[config.mk]
export PLATFORM = sky130hd
export DESIGN_NAME = clock_chain
export DESIGN_NICKNAME = d
export VERILOG_FILES = /design/src/rtl/clock_chain_pkg.sv /design/src/rtl/tick_prescaler.sv /design/src/rtl/bcd_mod_counter.sv /design/src/rtl/advance_router.sv /design/src/rtl/separator_blink.sv /design/src/rtl/clock_chain.sv
export SDC_FILE = /design/constraint.sdc
export NUM_CORES = 1
export LEC_CHECK = 0
export BUFFER_PORTS_ARGS = -buffer_cell sky130_fd_sc_hd__buf_2
export CAP_MARGIN = 20
export CORE_MARGIN = 5
export CORE_UTILIZATION = 40
export DETAILED_ROUTE_END_ITERATION = 10
export GPL_TIMING_DRIVEN = 1
export PLACE_DENSITY = 0.62
export SETUP_SLACK_MARGIN = 0.1
export SLEW_MARGIN = 5
export SYNTH_ARGS = -nofsm -noshare
export SYNTH_HDL_FRONTEND = slang
export SYNTH_SLANG_ARGS = --single-unit
[constraint.sdc]
create_clock -name clk -period 2.7 [get_ports clk]
set_input_delay 0.135 -clock clk [delete_from_list [all_inputs] [get_ports clk]]
set_output_delay 0.135 -clock clk [all_outputs]
set_load 0.1 [all_outputs]
[src/rtl/clock_chain_pkg.sv]
package clock_chain_pkg;

  typedef struct packed {
    logic [3:0] tens;
    logic [3:0] units;
  } bcd2_t;

  localparam bcd2_t BCD2_ZERO = '{tens: 4'd0, units: 4'd0};

  // Increment a two-digit BCD value by one, with no range limit.
  function automatic bcd2_t bcd2_inc(input bcd2_t v);
    bcd2_t r;
    if (v.units == 4'd9) begin
      r.units = 4'd0;
      r.tens  = v.tens + 4'd1;
    end else begin
      r.units = v.units + 4'd1;
      r.tens  = v.tens;
    end
    return r;
  endfunction

  // True when a BCD pair equals a given decimal pair.
  function automatic logic bcd2_is(input bcd2_t v, input int t, input int u);
    return (v.tens == 4'(t)) && (v.units == 4'(u));
  endfunction

endpackage

[src/rtl/tick_prescaler.sv]
module tick_prescaler #(
  parameter int PRESCALE = 120,
  localparam int CNT_W = $clog2(PRESCALE + 1)
) (
  input  logic             clk,
  input  logic             rst_n,
  input  logic             run_mode,
  input  logic             tick,
  output logic [CNT_W-1:0] count,
  output logic             minute_evt
);

  localparam logic [CNT_W-1:0] TERM  = CNT_W'(PRESCALE);
  localparam logic [CNT_W-1:0] START = CNT_W'(1);

  // Terminal decode uses only the bits set in PRESCALE: with count bounded
  // by PRESCALE, all of them set means count == PRESCALE.
  function automatic logic term_hit(input logic [CNT_W-1:0] c);
    return (c & TERM) == TERM;
  endfunction

  logic at_term;
  assign at_term = term_hit(count);

  // Minute event: the cycle in which the top bit is about to fall (reload).
  assign minute_evt = run_mode && tick && at_term;

  always_ff @(posedge clk or negedge rst_n) begin
    if (!rst_n) begin
      count <= START;
    end else if (!run_mode) begin
      count <= START;
    end else if (tick) begin
      count <= at_term ? START : count + CNT_W'(1);
    end
  end

endmodule

[src/rtl/bcd_mod_counter.sv]
module bcd_mod_counter
  import clock_chain_pkg::*;
#(
  parameter int WRAP_TENS  = 6,
  parameter int WRAP_UNITS = 0
) (
  input  logic  clk,
  input  logic  rst_n,
  input  logic  adv,
  input  logic  zero,
  output bcd2_t value
);

  bcd2_t stepped;
  bcd2_t next_val;

  always_comb begin
    stepped  = bcd2_inc(value);
    next_val = value;
    if (zero) begin
      next_val = BCD2_ZERO;
    end else if (adv) begin
      // Synchronous clear on reaching the wrap value.
      next_val = bcd2_is(stepped, WRAP_TENS, WRAP_UNITS) ? BCD2_ZERO : stepped;
    end
  end

  always_ff @(posedge clk or negedge rst_n) begin
    if (!rst_n) value <= BCD2_ZERO;
    else        value <= next_val;
  end

endmodule

[src/rtl/advance_router.sv]
module advance_router (
  input  logic run_mode,
  input  logic set_pulse,
  input  logic set_sel,
  input  logic minute_evt,
  input  logic min_carry,
  output logic min_adv,
  output logic hr_adv
);

  logic set_min;
  logic set_hr;

  assign set_min = set_pulse && !set_sel;
  assign set_hr  = set_pulse &&  set_sel;

  // One-of-two source selection per counter.
  assign min_adv = run_mode ? minute_evt : set_min;
  assign hr_adv  = run_mode ? min_carry  : set_hr;

endmodule

[src/rtl/separator_blink.sv]
module separator_blink (
  input  logic clk,
  input  logic rst_n,
  input  logic run_mode,
  input  logic tick,
  output logic blink
);

  always_ff @(posedge clk or negedge rst_n) begin
    if (!rst_n)         blink <= 1'b0;
    else if (!run_mode) blink <= 1'b1;
    else if (tick)      blink <= ~blink;
  end

endmodule

[src/rtl/clock_chain.sv]
module clock_chain
  import clock_chain_pkg::*;
#(
  parameter int PRESCALE = 120
) (
  input  logic       clk,
  input  logic       rst_n,
  input  logic       tick_2hz,
  input  logic       run_mode,
  input  logic       set_pulse,
  input  logic       set_sel,
  input  logic       min_zero,
  input  logic       hr_zero,
  output logic [3:0] min_tens,
  output logic [3:0] min_units,
  output logic [3:0] hr_tens,
  output logic [3:0] hr_units,
  output logic       blink
);

  localparam int CNT_W = $clog2(PRESCALE + 1);

  // Named internal events, visible to the bound checker.
  logic [CNT_W-1:0] pre_cnt;
  logic             minute_evt;
  logic             min_carry;
  logic             min_adv;
  logic             hr_adv;
  bcd2_t            min_val;
  bcd2_t            hr_val;

  tick_prescaler #(.PRESCALE(PRESCALE)) u_pre (
    .clk        (clk),
    .rst_n      (rst_n),
    .run_mode   (run_mode),
    .tick       (tick_2hz),
    .count      (pre_cnt),
    .minute_evt (minute_evt)
  );

  // Minutes carry: an accepted advance from 59.
  assign min_carry = min_adv && !min_zero && bcd2_is(min_val, 5, 9);

  advance_router u_route (
    .run_mode   (run_mode),
    .set_pulse  (set_pulse),
    .set_sel    (set_sel),
    .minute_evt (minute_evt),
    .min_carry  (min_carry),
    .min_adv    (min_adv),
    .hr_adv     (hr_adv)
  );

  bcd_mod_counter #(.WRAP_TENS(6), .WRAP_UNITS(0)) u_min (
    .clk   (clk),
    .rst_n (rst_n),
    .adv   (min_adv),
    .zero  (min_zero),
    .value (min_val)
  );

  bcd_mod_counter #(.WRAP_TENS(2), .WRAP_UNITS(4)) u_hr (
    .clk   (clk),
    .rst_n (rst_n),
    .adv   (hr_adv),
    .zero  (hr_zero),
    .value (hr_val)
  );

  separator_blink u_blink (
    .clk      (clk),
    .rst_n    (rst_n),
    .run_mode (run_mode),
    .tick     (tick_2hz),
    .blink    (blink)
  );

  assign min_tens  = min_val.tens;
  assign min_units = min_val.units;
  assign hr_tens   = hr_val.tens;
  assign hr_units  = hr_val.units;

endmodule

; ---- Yosys cells after proc, flatten, opt, wreduce, memory -nomap -nowiden
; Index checks and enable logic that the tools add are counted.
[totals]
ff_bits = 24
latchBits = 0
ramBits = 0
mem_bits_ro = 0
in_bits = 8
out_inout_bits = 17
word_cells = 49
n_memories = 0
[op_classes]
n_addsub = 5
mul = 0
n_div = 0
magnitude_cmp = 0
eq_ne = 8
n_shift = 0
n_mux = 15
bitwise = 1
n_reduce_logical = 14
[ops]
columns = cell, count
row1 = $mux 8, 8
row2 = $mux 7, 3
row3 = $add 4x1->4 const B, 4
row4 = $eq 4x3->1 const B, 3
row5 = $eq 4x4->1 const B, 3
row6 = $logic_and 1x1->1, 9
row7 = $add 7x1->7 const B, 1
row8 = $eq 4x2->1 const B, 1
row9 = $logic_not 4->1, 1
row10 = $mux 1, 4
row11 = $reduce_bool 2->1, 2
row12 = $logic_not 1->1, 2
row13 = $ne 2x2->1 const B, 1
row14 = $not 1->1, 1

; ---- Logic depth before layout (Yosys ltp)
; Gate-level depths: netlist (run 1).
[depth]
depth_word = 8
mapped_depth = 7
mapped_depth_nobuf = 7

; ---- By module
; A second synthesis (run 1) with hierarchy kept.
[hier_totals]
cells_unflattened = 165
hier_area_um2 = 1520.2
[modules_own_cells]
columns = module, instances, cells_each, area_each_um2, seq_area_each_um2
row1 = bcd_mod_counter (u_min), 1, 60, 538.0, 200.2
row2 = bcd_mod_counter (u_hr), 1, 47, 459.2, 200.2
row3 = tick_prescaler, 1, 46, 419.2, 176.4
row4 = separator_blink, 1, 3, 37.5, 25.0
row5 = clock_chain, 1, 3, 35.0, 0.0
row6 = advance_router, 1, 6, 31.3, 0.0

; ---- Least setup slack after synthesis (run 1)
; OpenSTA, ideal clock, no wires.
[synth_path]
path_kind = register -> register
start = reg u_min.value[4] (netlist bit)
end = reg u_hr.value[1] (netlist bit)
arrival_ns = 2.329
required_time_ns = 2.622
path_slack_ns = 0.293
path_stages_with_launch = 7
cell_sequence = dfrtp_1 ha_1 nand3b_1 nor4_4 o21ai_2 or3_1 a21oi_1
[synth_between]
elab_chain_cells = 5
[synth_lines]
columns = item, line
row1 = start: declaration, bcd_mod_counter.sv:11  ; output bcd2_t value
row2 = start signal: assignment, bcd_mod_counter.sv:30  ; else value <= next_val;
row3 = $eq 4x3->1, clock_chain_pkg.sv:25  ; return (v.tens == 4'(t)) && (v.units == 4'(u));
row4 = $logic_and 1x1->1, clock_chain_pkg.sv:25
row5 = $logic_and 1x1->1, clock_chain.sv:42  ; assign min_carry = min_adv && !min_zero && bcd2_is(min_val, 5, 9);
row6 = $mux 1, advance_router.sv:19  ; assign hr_adv = run_mode ? min_carry : set_hr;
row7 = $reduce_bool 2->1 (no source line), -
row8 = end signal: assignment, bcd_mod_counter.sv:30
row9 = end: declaration, bcd_mod_counter.sv:11
; Every way passes these cells.
; A chain may end at the register's enable or synchronous reset.

; ---- Final worst setup path (run 1)
[layout_path]
start = reg u_min.value[2] (netlist bit)
end = reg u_hr.value[1] (netlist bit)
[layout_between]
elab_chain_cells = 5
[layout_lines]
columns = item, line
row1 = $eq 4x4->1, clock_chain_pkg.sv:25
row2 = $logic_and 1x1->1, clock_chain_pkg.sv:25
row3 = $logic_and 1x1->1, clock_chain.sv:42
row4 = $mux 1, advance_router.sv:19
row5 = $reduce_bool 2->1 (no source line), -
; Every way passes these cells.

==> reports/qor.txt, run 1 <==
Post-CTS Setup Repair Bufs -> 0
portion of the clock cycle consumed by the worst path in the final layout -> 69.94%
number of H-tree levels -> 1
Worst Clk Skew -> 3.178 ps
Antenna Violating Nets Remaining -> 0
total routing resource utilization after global routing -> 13.23%
peak supply drop -> 0.0002035 V
worst-skew pair later-pin latency -> 260 ps
final-report hold violation count -> 0
Leak -> 0.7977 nW
Synthesis Warnings -> 0
half-perimeter wire length of the detailed placement result -> 2318 um
Final Net Count -> 188
Ant. Diodes -> 0
unrepaired setup endpoints after global routing -> false
core area -> 3661 sq um
Crit Path Category -> flip-flop to flip-flop
Post-Place Cells -> 218
vias in the first global route -> 1234
global placement routability congestion -> 0.8187
root buffer cell -> clkbuf_8
nature of the critical path startpoint -> flip-flop
vias per inst -> 5.538
global-route wire length before repair -> 5568 um
worst slew margin relative to its limit -> 58.85%
CTS tree -> yes
total chip power -> 0.7753 mW
effective utilization at floorplan -> 41.05%
die height -> 71.29 um
average instance area after synthesis -> 9.952 sq um
layout overhead on the synthesized area -> 14.90%
minimum clock period after layout -> 1888 ps
Worst Setup Slack post-DPL -> 826.2 ps
Syn Std Cell Area -> 1503 sq um
category of cells accounting for the largest share of critical-path delay -> simple AND/OR/NAND/NOR gates
longest individual stage delay on the worst path -> 500 ps
number of port buffers -> 24
fraction of final layout cells sized beyond drive strength 1 -> 24.00%
number of remaining DRC errors -> 0
CP Data Arrival Time -> 2080 ps
placed inst area -> 1645 sq um
number of different library cells in the post-synthesis netlist -> 47
total of flip-flops plus latches after synthesis -> 24
TritonCTS Sinks -> 24
Die Span X -> 71.29 um
post-route core utilization -> 47.16%
transition time at the pin with the least slew margin -> 610.8 ps
sequential share of the synthesized area -> 40.05%
outcome -> completed
cell breakdown of the critical path -> nand4bb_4 > nor4_4 > o21ai_2 > or3_1 > a21oi_1
clock buffer count from CTS -> 3
initial antenna violation count -> 0
endpoint type of the worst setup path -> flip-flop
total nets after synthesis -> 163
Detailed Routing Iterations Pass 1 -> 6
detailed-route wire length per cell -> 13.89 um
io pins -> 25
Most used DFF post-synth -> dfrtp_1
worst-case clock buffer depth -> 2
Worst path slowest cell -> dfrtp_1
number of core rows -> 22
post-route cell area -> 1727 sq um
Setup Viol. Count Final -> 0
# Max-Cap Violations -> 0
Peak Freq -> 529.6 MHz
EDFF count, synth -> 0
detailed-route via count -> 1235
worst hold slack across all endpoints -> 77.43 ps
number of instances in the synthesized netlist -> 151
worst hold-check path type -> input pin to flip-flop
worst-case setup margin in the final layout -> 811.7 ps
Pwr per Cell Area -> 449.0 nW/um^2
sum of buffers and inverters on the critical path -> 0
largest net degree at the start of global routing -> 25
Sum Neg Setup Slack -> 0 ps
clock slew seen by the registers of the worst setup and hold paths -> 90 ps
CP required -> 2890 ps
Routed Wire Length -> 3098 um
Total Die Area -> 5082 sq um
share of synthesized flip-flops with an asynchronous set or reset -> 100.0%
total of cells resized after clock tree synthesis -> 0
total overflow reported by the global router -> 0
total count of max-transition violations in the final report -> 0
maximum fanout encountered on the critical timing path -> 11
number of DRC markers in iteration 0 -> 42
non-filler cells, final -> 223
## layout make-up
type | count | area [sq um]
Fill cell | 353 | 1934
Sequential cell | 24 | 601.8
Clock buffer | 3 | 41.29
Clock inverter | 1 | 30.03
Inverter | 8 | 30.03
Multi-Input combinational cell | 114 | 833.3
Tap cell | 48 | 60.06
Timing Repair Buffer | 25 | 130.1
## cells by family after synthesis
kind of cell / count (synthesis) / synth area share [%]
xor gates and xnor gates: 11 / 6.412
muxes: 1 / 0.9989
DFF: 24 / 40.05
and+or+nand+nor: 63 / 26.81
AOI/OAI and AO/OA: 35 / 17.90
buffers and inverters: 13 / 4.496
adders and majority gates: 4 / 3.331
## report_power, final
part	switching, mW	internal [mW]
Clock	0.117	0.198
Sequential	0.0103	0.368
Combinational	0.0596	0.0228
Total	0.186	0.589
## worst paths after layout
| kind | startpoint | to | slack [ps] | cells after the start |
|---|---|---|---|---|
| setup reg to reg | u_min.value[2]$_DFFE_PN0P_ | u_hr.value[1]$_DFFE_PN0P_ | 810 | 5 |
| hold reg to reg | u_blink.blink$_DFFE_PN0P_ | u_blink.blink$_DFFE_PN0P_ | 520 | 2 |
| hold / removal | run_mode | u_blink.blink$_DFFE_PN0P_ | 80 | 2 |
| setup / recovery | u_min.value[2]$_DFFE_PN0P_ | u_hr.value[1]$_DFFE_PN0P_ | 810 | 5 |
| min in group asynchronous | rst_n | u_hr.value[3]$_DFFE_PN0P_ | 390 | 2 |
| max in group asynchronous | rst_n | u_pre.count[0]$_DFFE_PN1P_ | 1940 | 2 |
## timing repair
item	4_1_cts	5_1_grt
endpoints found under the hold margin	23	0
hold buffers	1	0
setup endpoints to repair	0	0
## cell usage in the layout, fill, tap and decap left out, types with 2 or more instances in the layout
cell type,instances
a21oi_1,9
o21ai_2,2
o211ai_1,3
or3_1,5
nand3_1,5
nor2_1,12
nand2_1,11
xor2_1,8
and3_1,5
clkbuf_8,3
nand2b_1,3
inv_1,8
a211oi_1,2
ha_1,4
nor2b_1,4
nor3_1,3
xnor2_1,3
nand3b_1,2
o21ai_0,5
dfrtp_1,23
nand4_1,3
a311oi_1,2
buf_2,24
a31o_2,2
## sequential cells by signal (all words and copies together) (netlist names)
name,flops
u_blink.blink,1
u_hr.value,8
u_min.value,8
u_pre.count,7
## worst register-to-register path: stages, from the launching register on
cell	delay, ps
dfrtp_1	500
nand4bb_4	300
nor4_4	390
o21ai_2	140
or3_1	360
a21oi_1	130
## Yosys cell counts, types with 2 or more instances
cell	instances	area, sq um
o21ai_2	2	17.52
nand4_1	3	18.77
or3_1	5	31.28
nand2b_1	3	18.77
dfrtp_1	23	575.6
a311oi_1	2	17.52
xor2_1	8	70.07
a31o_2	2	17.52
a21oi_1	9	45.04
xnor2_1	3	26.28
nor2b_1	4	25.02
ha_1	4	50.05
nor2_1	12	45.04
nand3b_1	2	15.01
a211oi_1	2	15.01
nand3_1	5	25.02
nand2_1	11	41.29
nor3_1	3	15.01
and3_1	5	31.28
o21ai_0	5	25.02
o211ai_1	3	22.52
buf_4	3	22.52
inv_1	8	30.03
## routing by layer
layer  vias to the layer above  global-route usage (%)  routed length, um  share of wire, %
met1                       593                   17.84               1461                47
met4                         0                   3.549                 12              0.39
met3                         2                   2.384                166               5.4
met5                         -                       0                  0                 0
met2                        41                   21.84               1458                47
li1                        599                       -                  -                 -
(Power assumes the default switching activity.)
==> run 2, diff against run 1 <==
- PLACE_DENSITY: 0.62 -> 0.64
- clock period: 2.7 -> 1.6 ns (I/O delays scaled with it)
==> reports/qor.txt, run 2 (synthesis gave the netlist of run 1 again) <==
outcome -> finished, violations left
violated checks -> setup timing
Worst Clk Skew -> 6.108 ps
layout overhead on the synthesized area -> 53.62%
total count of max-transition violations in the final report -> 0
core area -> 3661 sq um
half-perimeter wire length of the detailed placement result -> 2864 um
effective utilization at floorplan -> 41.05%
most frequent standard cell in the layout excluding fill and tap cells -> buf_4
worst-case setup margin in the final layout -> -145.2 ps
longest individual stage delay on the worst path -> 490 ps
nature of the critical path startpoint -> flip-flop
cell breakdown of the critical path -> nand4bb_4 > nor4_4 > o21ai_2 > or3_1 > a21oi_2
total routing resource utilization after global routing -> 16.52%
CP Data Arrival Time -> 1960 ps
largest net degree at the start of global routing -> 25
worst-case clock buffer depth -> 2
initial antenna violation count -> 0
met2 routed wirelength -> 2124 um
portion of the clock cycle consumed by the worst path in the final layout -> 109.1%
worst-skew pair later-pin latency -> 270 ps
CTS tree -> yes
worst slew margin relative to its limit -> 63.16%
Die Span X -> 71.29 um
Pwr per Cell Area -> 587.5 nW/um^2
uppermost metal layer occupied by signal nets -> met4
Peak Freq -> 573.0 MHz
io pins -> 25
root buffer cell -> clkbuf_8
number of core rows -> 22
number of port buffers -> 24
Routed Wire Length -> 4070 um
CP required -> 1810 ps
placed inst area -> 1929 sq um
number of DRC markers in iteration 0 -> 53
detailed-route via count -> 1422
Ant. Diodes -> 0
category of cells accounting for the largest share of critical-path delay -> simple AND/OR/NAND/NOR gates
maximum fanout encountered on the critical timing path -> 5
vias per inst -> 5.407
global placement routability congestion -> 0.8218
die height -> 71.29 um
Worst path slowest cell -> dfrtp_4
Setup Viol. Count Final -> 12
Total Die Area -> 5082 sq um
total overflow reported by the global router -> 0
slack of the worst reg-to-reg path -> -150 ps
transition time at the pin with the least slew margin -> 552.6 ps
TritonCTS Sinks -> 24
Detailed Routing Iterations Pass 1 -> 4
clock slew seen by the registers of the worst setup and hold paths -> 90 ps
metal3 WL -> 147 um
Antenna Violating Nets Remaining -> 0
unrepaired setup endpoints after global routing -> true
fraction of final layout cells sized beyond drive strength 1 -> 58.14%
number of H-tree levels -> 1
final-report hold violation count -> 0
peak supply drop -> 0.0002894 V
endpoint type of the worst setup path -> flip-flop
sum of routed wire segments on met1 -> 1693 um
Leak -> 1.020 nW
post-route cell area -> 2308 sq um
top library cells by usage in the layout, fill and taps aside -> buf_4, buf_2, nor2_1
vias in the first global route -> 1533
minimum clock period after layout -> 1745 ps
Crit Path Category -> flip-flop to flip-flop
# Max-Cap Violations -> 0
Sum Neg Setup Slack -> -902.6 ps
detailed-route wire length per cell -> 15.48 um
Final Net Count -> 228
largest registers -> u_hr.value x8, u_min.value x8, u_pre.count x7
number of remaining DRC errors -> 0
worst hold-check path type -> input pin to flip-flop
sum of buffers and inverters on the critical path -> 0
global-route wire length before repair -> 6872 um
clock buffer count from CTS -> 3
## run 2: final timing paths
kind / from / endpoint / cells after the start
min in group asynchronous: rst_n / u_pre.count[3]$_DFFE_PN0P_ / 2
setup / recovery: u_min.value[2]$_DFFE_PN0P_ / u_hr.value[1]$_DFFE_PN0P_ / 5
hold reg to reg: u_blink.blink$_DFFE_PN0P_ / u_blink.blink$_DFFE_PN0P_ / 2
hold / removal: run_mode / u_blink.blink$_DFFE_PN0P_ / 2
setup reg to reg: u_min.value[2]$_DFFE_PN0P_ / u_hr.value[1]$_DFFE_PN0P_ / 5
max in group asynchronous: rst_n / u_hr.value[7]$_DFFE_PN0P_ / 2
## run 2: area by class of cell
class	count	area (sq um)
Fill cell	286	1353
Multi-Input combinational cell	114	1039
Sequential cell	24	639.4
Timing Repair Buffer	65	466.7
Tap cell	48	60.06
Clock buffer	3	41.29
Inverter	8	32.53
Clock inverter	1	30.03
## run 2: layer usage
layer | vias to the layer above | global-route usage [%]
met2 | 30 | 28.16
li1 | 678 | -
met4 | 0 | 5.428
met3 | 15 | 2.805
met5 | - | 0
met1 | 699 | 21.24
## run 2: what timing repair did
item | in CTS | in global routing
buffers inserted | 11 | 1
pin swaps | 23 | 14
gates cloned | 0 | 0
endpoints found under the setup margin | 13 | 16
endpoints found under the hold margin | 23 | 0
gates resized for setup | 21 | 22
hold buffers | 1 | 0
## run 2: through the flow
step / power, mW / setup slack [ps] / instances / hold slack [ps] / utilization (%)
final: 1.356 / -145.2 / 263 / 15.24 / 63.06
after global routing: 1.399 / -266.6 / 263 / 18.45 / 63.06
after CTS: 1.344 / -155.4 / 262 / 24.73 / 60.12
after detailed placement: 0.8067 / -165.9 / 246 / 95.28 / 52.70
after global placement: 0.8022 / -129.2 / 246 / 89.93 / 52.70
after floorplan: 0.7522 / -326.1 / 151 / -215.6 / -
## run 2: report_power, final
group / total, mW / switching, mW / internal, mW
sequential: 0.636 / 0.0141 / 0.622
combinational: 0.181 / 0.118 / 0.0628
clock: 0.539 / 0.204 / 0.335
total: 1.36 / 0.337 / 1.02
